$ cat config.mk
export PLATFORM = sky130hd
export DESIGN_NAME = crc_err_tally
export DESIGN_NICKNAME = d
export VERILOG_FILES = /design/src/rtl/crc_tally_pkg.sv /design/src/rtl/crc_tally_step.sv /design/src/rtl/crc_tally_gate.sv /design/src/rtl/crc_tally_sat.sv /design/src/rtl/crc_err_tally.sv
export SDC_FILE = /design/constraint.sdc
export NUM_CORES = 1
export LEC_CHECK = 0
export BUFFER_PORTS_ARGS = -buffer_cell sky130_fd_sc_hd__buf_2
export CAP_MARGIN = 40
export CORE_ASPECT_RATIO = 0.9
export CORE_MARGIN = 2
export CORE_UTILIZATION = 45
export DETAILED_ROUTE_END_ITERATION = 8
export PLACE_DENSITY = 0.7
export SLEW_MARGIN = 20
export SYNTH_ARGS = -nofsm -noshare
export SYNTH_HDL_FRONTEND = slang
export SYNTH_SLANG_ARGS = --single-unit
$ cat constraint.sdc
create_clock -name clk -period 3.7 [get_ports clk]
set_clock_uncertainty 0.2 [all_clocks]
set_input_delay 0.37 -clock clk [delete_from_list [all_inputs] [get_ports clk]]
set_output_delay 0.37 -clock clk [all_outputs]
set_load 0.05 [all_outputs]
$ cat src/rtl/crc_tally_pkg.sv
package crc_tally_pkg;

   // One qualified multiframe event leaving the gate stage
   typedef struct packed {
      logic fire;      // the tally should advance by one
      logic forced;    // the event came from self-test, not a real error
   } tally_evt_t;

   localparam int unsigned DEF_BASE_W = 8;
   localparam int unsigned DEF_EXT_W  = 2;
   localparam int unsigned DEF_STEP_W = 3;

endpackage

$ cat src/rtl/crc_tally_step.sv
module crc_tally_step #(
   parameter int unsigned STEP_W = 3
) (
   input  logic              clk,
   input  logic              rst,
   input  logic              adv,
   output logic [STEP_W-1:0] step,
   output logic              sim_active
);

   localparam logic [STEP_W-1:0] ONE = STEP_W'(1);

   generate
      if (STEP_W < 1) begin : g_bad_w
         $error("crc_tally_step: STEP_W must be at least 1");
      end
   endgenerate

   always_ff @(posedge clk) begin
      if (rst)      step <= '0;
      else if (adv) step <= step + ONE;
   end

   assign sim_active = |step;

   p_step_adv_r9: assert property (@(posedge clk) disable iff (rst)
      adv |=> step == $past(step) + ONE);
   p_step_hold_r9: assert property (@(posedge clk) disable iff (rst)
      !adv |=> $stable(step));

endmodule

$ cat src/rtl/crc_tally_gate.sv
module crc_tally_gate
   import crc_tally_pkg::*;
(
   input  logic       mf_strobe,
   input  logic       crc_err,
   input  logic       crc_en,
   input  logic       esf_en,
   input  logic       sim_active,
   output tally_evt_t evt
);

   logic modes_ok;

   always_comb begin
      modes_ok   = crc_en & esf_en;
      evt.fire   = modes_ok & mf_strobe & (crc_err | sim_active);
      evt.forced = modes_ok & mf_strobe & sim_active & ~crc_err;
   end

endmodule

$ cat src/rtl/crc_tally_sat.sv
module crc_tally_sat #(
   parameter int unsigned BASE_W = 8,
   parameter int unsigned EXT_W  = 2
) (
   input  logic                    clk,
   input  logic                    rst,
   input  logic                    inc,
   input  logic                    wide,
   input  logic                    clr,
   output logic [BASE_W+EXT_W-1:0] cnt
);

   localparam int unsigned CNT_W = BASE_W + EXT_W;
   localparam logic [CNT_W-1:0] NARROW_MAX = CNT_W'({BASE_W{1'b1}});
   localparam logic [CNT_W-1:0] WIDE_MAX   = {CNT_W{1'b1}};

   logic [BASE_W-1:0] low_q;
   logic              low_full;
   logic              at_ceiling;
   logic              step_up;

   generate
      if (BASE_W < 2) begin : g_bad_base
         $error("crc_tally_sat: BASE_W must be at least 2");
      end
   endgenerate

   assign low_full = &low_q;
   assign step_up  = inc & ~at_ceiling & ~clr;

   always_ff @(posedge clk) begin
      if (rst || clr)   low_q <= '0;
      else if (step_up) low_q <= low_q + BASE_W'(1);
   end

   generate
      if (EXT_W > 0) begin : g_ext
         logic [EXT_W-1:0] ext_q;
         always_ff @(posedge clk) begin
            if (rst || clr || !wide)       ext_q <= '0;
            else if (step_up && low_full)  ext_q <= ext_q + EXT_W'(1);
         end
         assign at_ceiling = wide ? (low_full & (&ext_q)) : low_full;
         assign cnt        = {ext_q, low_q};

         p_narrow_upper_r6: assert property (@(posedge clk) disable iff (rst)
            !wide |=> cnt[CNT_W-1:BASE_W] == '0);
         p_sat_wide_r5: assert property (@(posedge clk) disable iff (rst)
            (!clr && wide && cnt == WIDE_MAX) |=> cnt == WIDE_MAX);
      end else begin : g_noext
         assign at_ceiling = low_full;
         assign cnt        = low_q;
      end
   endgenerate

   p_sat_narrow_r4: assert property (@(posedge clk) disable iff (rst)
      (!clr && !wide && cnt == NARROW_MAX) |=> cnt == NARROW_MAX);
   p_clr_zero_r8: assert property (@(posedge clk) disable iff (rst)
      clr |=> cnt == '0);

endmodule

$ cat src/rtl/crc_err_tally.sv
module crc_err_tally
   import crc_tally_pkg::*;
#(
   parameter int unsigned BASE_W = DEF_BASE_W,
   parameter int unsigned EXT_W  = DEF_EXT_W,
   parameter int unsigned STEP_W = DEF_STEP_W
) (
   input  logic                    clk,
   input  logic                    rst,
   input  logic                    mf_strobe,
   input  logic                    crc_err,
   input  logic                    crc_en,
   input  logic                    esf_en,
   input  logic                    wide_mode,
   input  logic                    clr_hold,
   input  logic                    sim_step_req,
   output logic [BASE_W+EXT_W-1:0] count_o,
   output logic [STEP_W-1:0]       step_o
);

   localparam int unsigned CNT_W = BASE_W + EXT_W;

   logic       sim_active;
   tally_evt_t evt;

   crc_tally_step #(.STEP_W(STEP_W)) step_i (
      .clk        (clk),
      .rst        (rst),
      .adv        (sim_step_req),
      .step       (step_o),
      .sim_active (sim_active)
   );

   crc_tally_gate gate_i (
      .mf_strobe  (mf_strobe),
      .crc_err    (crc_err),
      .crc_en     (crc_en),
      .esf_en     (esf_en),
      .sim_active (sim_active),
      .evt        (evt)
   );

   crc_tally_sat #(.BASE_W(BASE_W), .EXT_W(EXT_W)) sat_i (
      .clk  (clk),
      .rst  (rst),
      .inc  (evt.fire),
      .wide (wide_mode),
      .clr  (clr_hold),
      .cnt  (count_o)
   );

   p_reset_zero_r1: assert property (@(posedge clk)
      rst |=> (count_o == '0 && step_o == '0));
   p_modes_off_r2: assert property (@(posedge clk) disable iff (rst)
      (!(crc_en && esf_en) && !clr_hold && wide_mode) |=> $stable(count_o));
   p_single_step_r3: assert property (@(posedge clk) disable iff (rst)
      (!clr_hold && wide_mode) |=> count_o - $past(count_o) <= CNT_W'(1));
   p_sim_counts_r7: assert property (@(posedge clk) disable iff (rst)
      (step_o != '0 && crc_en && esf_en && mf_strobe && !clr_hold
       && wide_mode && !(&count_o)) |=> count_o == $past(count_o) + CNT_W'(1));

endmodule

==> metrics list <==
- Summed over all nets, the half-perimeter wirelength after detailed placement is 1.121 mm.
- Data on the critical path is required at its endpoint by 3.66 ns.
* Fraction of layout instances using a drive strength above 1: 0.2929
- The repair_antennas step left the layout with diodes totalling 0.
- Initial core utilization: 0.4730
- Total negative slack: 0 ns
* Synthesized instance count: 74
* Die Span X: 44.66 um
* Sort of element at the end of the critical path: flip-flop
- Entering global routing, the biggest net connects 10 pins.
* Hold-critical path depth: 2
* VDD IR-drop max: 0.0002149 V
* Netlist cell types: 29
- Count of final setup violators: 0
- Yosys printed 0 warnings.
* WHS: 0.1116 ns
* Initial DRC Count: 14
- Status: completed
- At the end of routability-driven placement, the weighted congestion stood at 0.7489.
* CTS root buffer: clkbuf_4
* Mean cell area of the mapped netlist: 9.046 sq um
- The hold violation total from the final report came to 0.
* Syn_nets: 87
- Post-DP Area: 793.3 sq um
* Power after layout: 0.2648 mW
- TritonCTS built the clock tree.
* Type of the setup path with the least slack: flip-flop to flip-flop
- Compared with the post-synthesis result, the final layout area differs by 22.43%.
- DRT antenna net count: 0
* Number of storage elements in the synthesis netlist: 13
- Number of placement rows: 13
- The count of buffers added on input and output ports is 21.
- Chain of cells forming the critical path: inv_1 -> ha_1 -> or3b_2 -> nand3_1 -> o311ai_0 -> o41ai_1
- The total count of max-transition violations in the final report was 0.
- Floorplan die area: 0.001813 sq mm
* Vertical die dimension: 40.59 um
- Worst Path Max Fanout: 8
- DRC violation count after routing: 0
* Placeable Area: 0.001415 sq mm
- In this run the count of I/O pins placed on the die edge is 22.
- The number of antenna violations at the first check in global routing was 0.
- Post-synthesis instance area: 669.4 sq um
- RSZ-0062 raised after global routing: false
- Remaining Overflow, GRT: 0
* Total via count after detailed routing: 651
- Master of the slowest instance on the critical path: dfxtp_1
* Inserted Clock Buffers: 3
- The net count of the finished layout is 113.
- Of the synthesized area, sequential elements account for 0.3888.
- The path class of the tightest hold or removal check is input port to flip-flop.
- Timing would allow up to 0.5243 GHz.
- Data on the critical path arrives at its endpoint at 1.86 ns.
- Count of instances resized after the clock tree is built: 0
- At the end of the flow the core is filled with cells to 0.5791.
* Via count of the first global-routing pass: 548
- The worst pin sits at a relative slew slack of 0.6197.
* Count of cells along the worst register-to-register path: 6
* Slew at the pin closest to its max-slew limit: 0.5683 ns
- Post-CTS setup buffer count: 0
- The clock period could shrink to 1.907 ns.
- Startpoint types: flip-flop
- Leak Pwr: 0.3688 nW
- Dividing the final minimum period by the clock period gives 0.5155.
- The first detailed-routing pass ran for 3 iterations.
- The first global-routing pass estimated 2.352 mm of wire.
- CTS built an H-tree with a depth of 1.
* CTS max path bufs: 2
- Dividing total power by cell area gives a power density of 323.1 mW/mm^2.
- Routed WL per cell: 12.88 um
* Via density: 5.711
* Post-route standard cell area excluding fillers: 819.5 sq um
- Clock-pin slew was measured on the worst setup and hold paths at 0.08 ns.
- Summed over all layers, the routed wires come to 1.468 mm.
- Number of buffers inserted for hold repair after clock tree synthesis: 0
* Worst stage delay on the critical path: 0.39 ns
- The tool flagged a number of max-cap violations equal to 0.
- Counting every sink on the clock net gives 13.
* Total Routing Usage GR: 0.1913
- Clock latency of the later-clocked register in the worst-skew pair: 0.28 ns
cells in the mapped netlist:
| cell type | n | share of area |
|---|---|---|
| xnor2_1 | 1 | 0.013 |
| or2_2 | 2 | 0.019 |
| nor3b_4 | 1 | 0.028 |
| o21ai_0 | 3 | 0.022 |
| inv_1 | 2 | 0.011 |
| and2b_1 | 1 | 0.011 |
| o31ai_1 | 4 | 0.045 |
| or3b_2 | 1 | 0.013 |
| o311ai_0 | 1 | 0.013 |
| nand2b_1 | 1 | 0.0094 |
| o2111ai_1 | 1 | 0.013 |
| o21a_1 | 2 | 0.022 |
| xor2_1 | 1 | 0.013 |
| a31oi_1 | 1 | 0.0094 |
| ha_1 | 4 | 0.075 |
| nand2_1 | 8 | 0.045 |
| mux2i_1 | 1 | 0.015 |
| nand3_1 | 2 | 0.015 |
| o211ai_1 | 2 | 0.022 |
| nand4_1 | 2 | 0.019 |
| nor2_1 | 6 | 0.034 |
| nand3_2 | 1 | 0.015 |
| a21oi_1 | 4 | 0.030 |
| dfxtp_1 | 13 | 0.39 |
| and3_1 | 3 | 0.028 |
| and4b_1 | 1 | 0.015 |
| or4_1 | 3 | 0.034 |
| or3_1 | 1 | 0.0094 |
| o41ai_1 | 1 | 0.013 |
layer usage:
layer,track usage,wire length (um)
met1,0.2400,739
met2,0.2935,642
met3,0.08108,79
met4,0.06818,7
met5,0,0
stage by stage:
step / instances / setup slack, ns
after CTS: 114 / 1.763
after detailed placement: 110 / 1.789
after global routing: 114 / 1.654
after global placement: 110 / 1.868
after floorplan: 74 / 1.577
final: 114 / 1.793
cell families (layout without fill, tap and decap cells):
logic type,after synthesis,in the layout,share of synthesized area
flip-flops,13,13,0.3888
AND/OR/NAND/NOR,33,33,0.2935
AO/OA/AOI/OAI,19,19,0.1907
multiplexers,1,1,0.01495
adder cells (fa/ha/maj),4,4,0.07477
buffers and inverters,2,27,0.01122
XOR/XNOR,2,2,0.02617
registers in the layout, indices dropped and copies added (netlist names):
| name | cells |
|---|---|
| step_i.step | 3 |
| sat_i.low_q | 8 |
| sat_i.g_ext.ext_q | 2 |
layout make-up:
| type | count | area [sq um] |
|---|---|---|
| fill | 138 | 595.6 |
| inverter | 2 | 7.507 |
| tap | 15 | 18.77 |
| multi-input combinational | 59 | 401.6 |
| timing repair buffer | 21 | 105.1 |
| clock buffer | 4 | 26.28 |
| sequential | 13 | 260.3 |
cells in the final DEF, fill, tap and decap left out, types with 2 or more instances in the layout:
| master | n |
|---|---|
| nor2_1 | 6 |
| nand3_1 | 2 |
| dfxtp_1 | 13 |
| buf_2 | 21 |
| o21a_1 | 2 |
| or4_1 | 3 |
| nand2_1 | 8 |
| inv_1 | 2 |
| o31ai_1 | 4 |
| ha_1 | 4 |
| o211ai_1 | 2 |
| clkbuf_4 | 3 |
| or2_2 | 2 |
| nand4_1 | 2 |
| a21oi_1 | 4 |
| o21ai_0 | 3 |
| and3_1 | 3 |
power by group:
part	switching, mW	leakage, nW	internal, mW
Combinational	0.0206	0.249	0.0111
Clock	0.0464	0.0150	0.0419
Sequential	0.00249	0.105	0.142
Total	0.0695	0.369	0.195
worst max-delay path, delay by kind of cell, from the launching register on:
kind,cells,cell delay [ns]
buffers and inverters,1,0.06
AND/OR/NAND/NOR,2,0.45
flip-flops,1,0.39
adder cells (fa/ha/maj),1,0.18
AO/OA/AOI/OAI,2,0.52
final timing paths:
check | from | end | slack (ns)
setup reg to reg | step_i.step[0]$_SDFFE_PP0P_ | sat_i.low_q[6]$_SDFFE_PP0P_ | 1.79
hold reg to reg | sat_i.g_ext.ext_q[0]$_SDFFE_PP0P_ | sat_i.g_ext.ext_q[0]$_SDFFE_PP0P_ | 0.30
setup / recovery | step_i.step[0]$_SDFFE_PP0P_ | sat_i.low_q[6]$_SDFFE_PP0P_ | 1.79
hold / removal | rst | step_i.step[2]$_SDFFE_PP0P_ | 0.11
(Power assumes the default switching activity.)
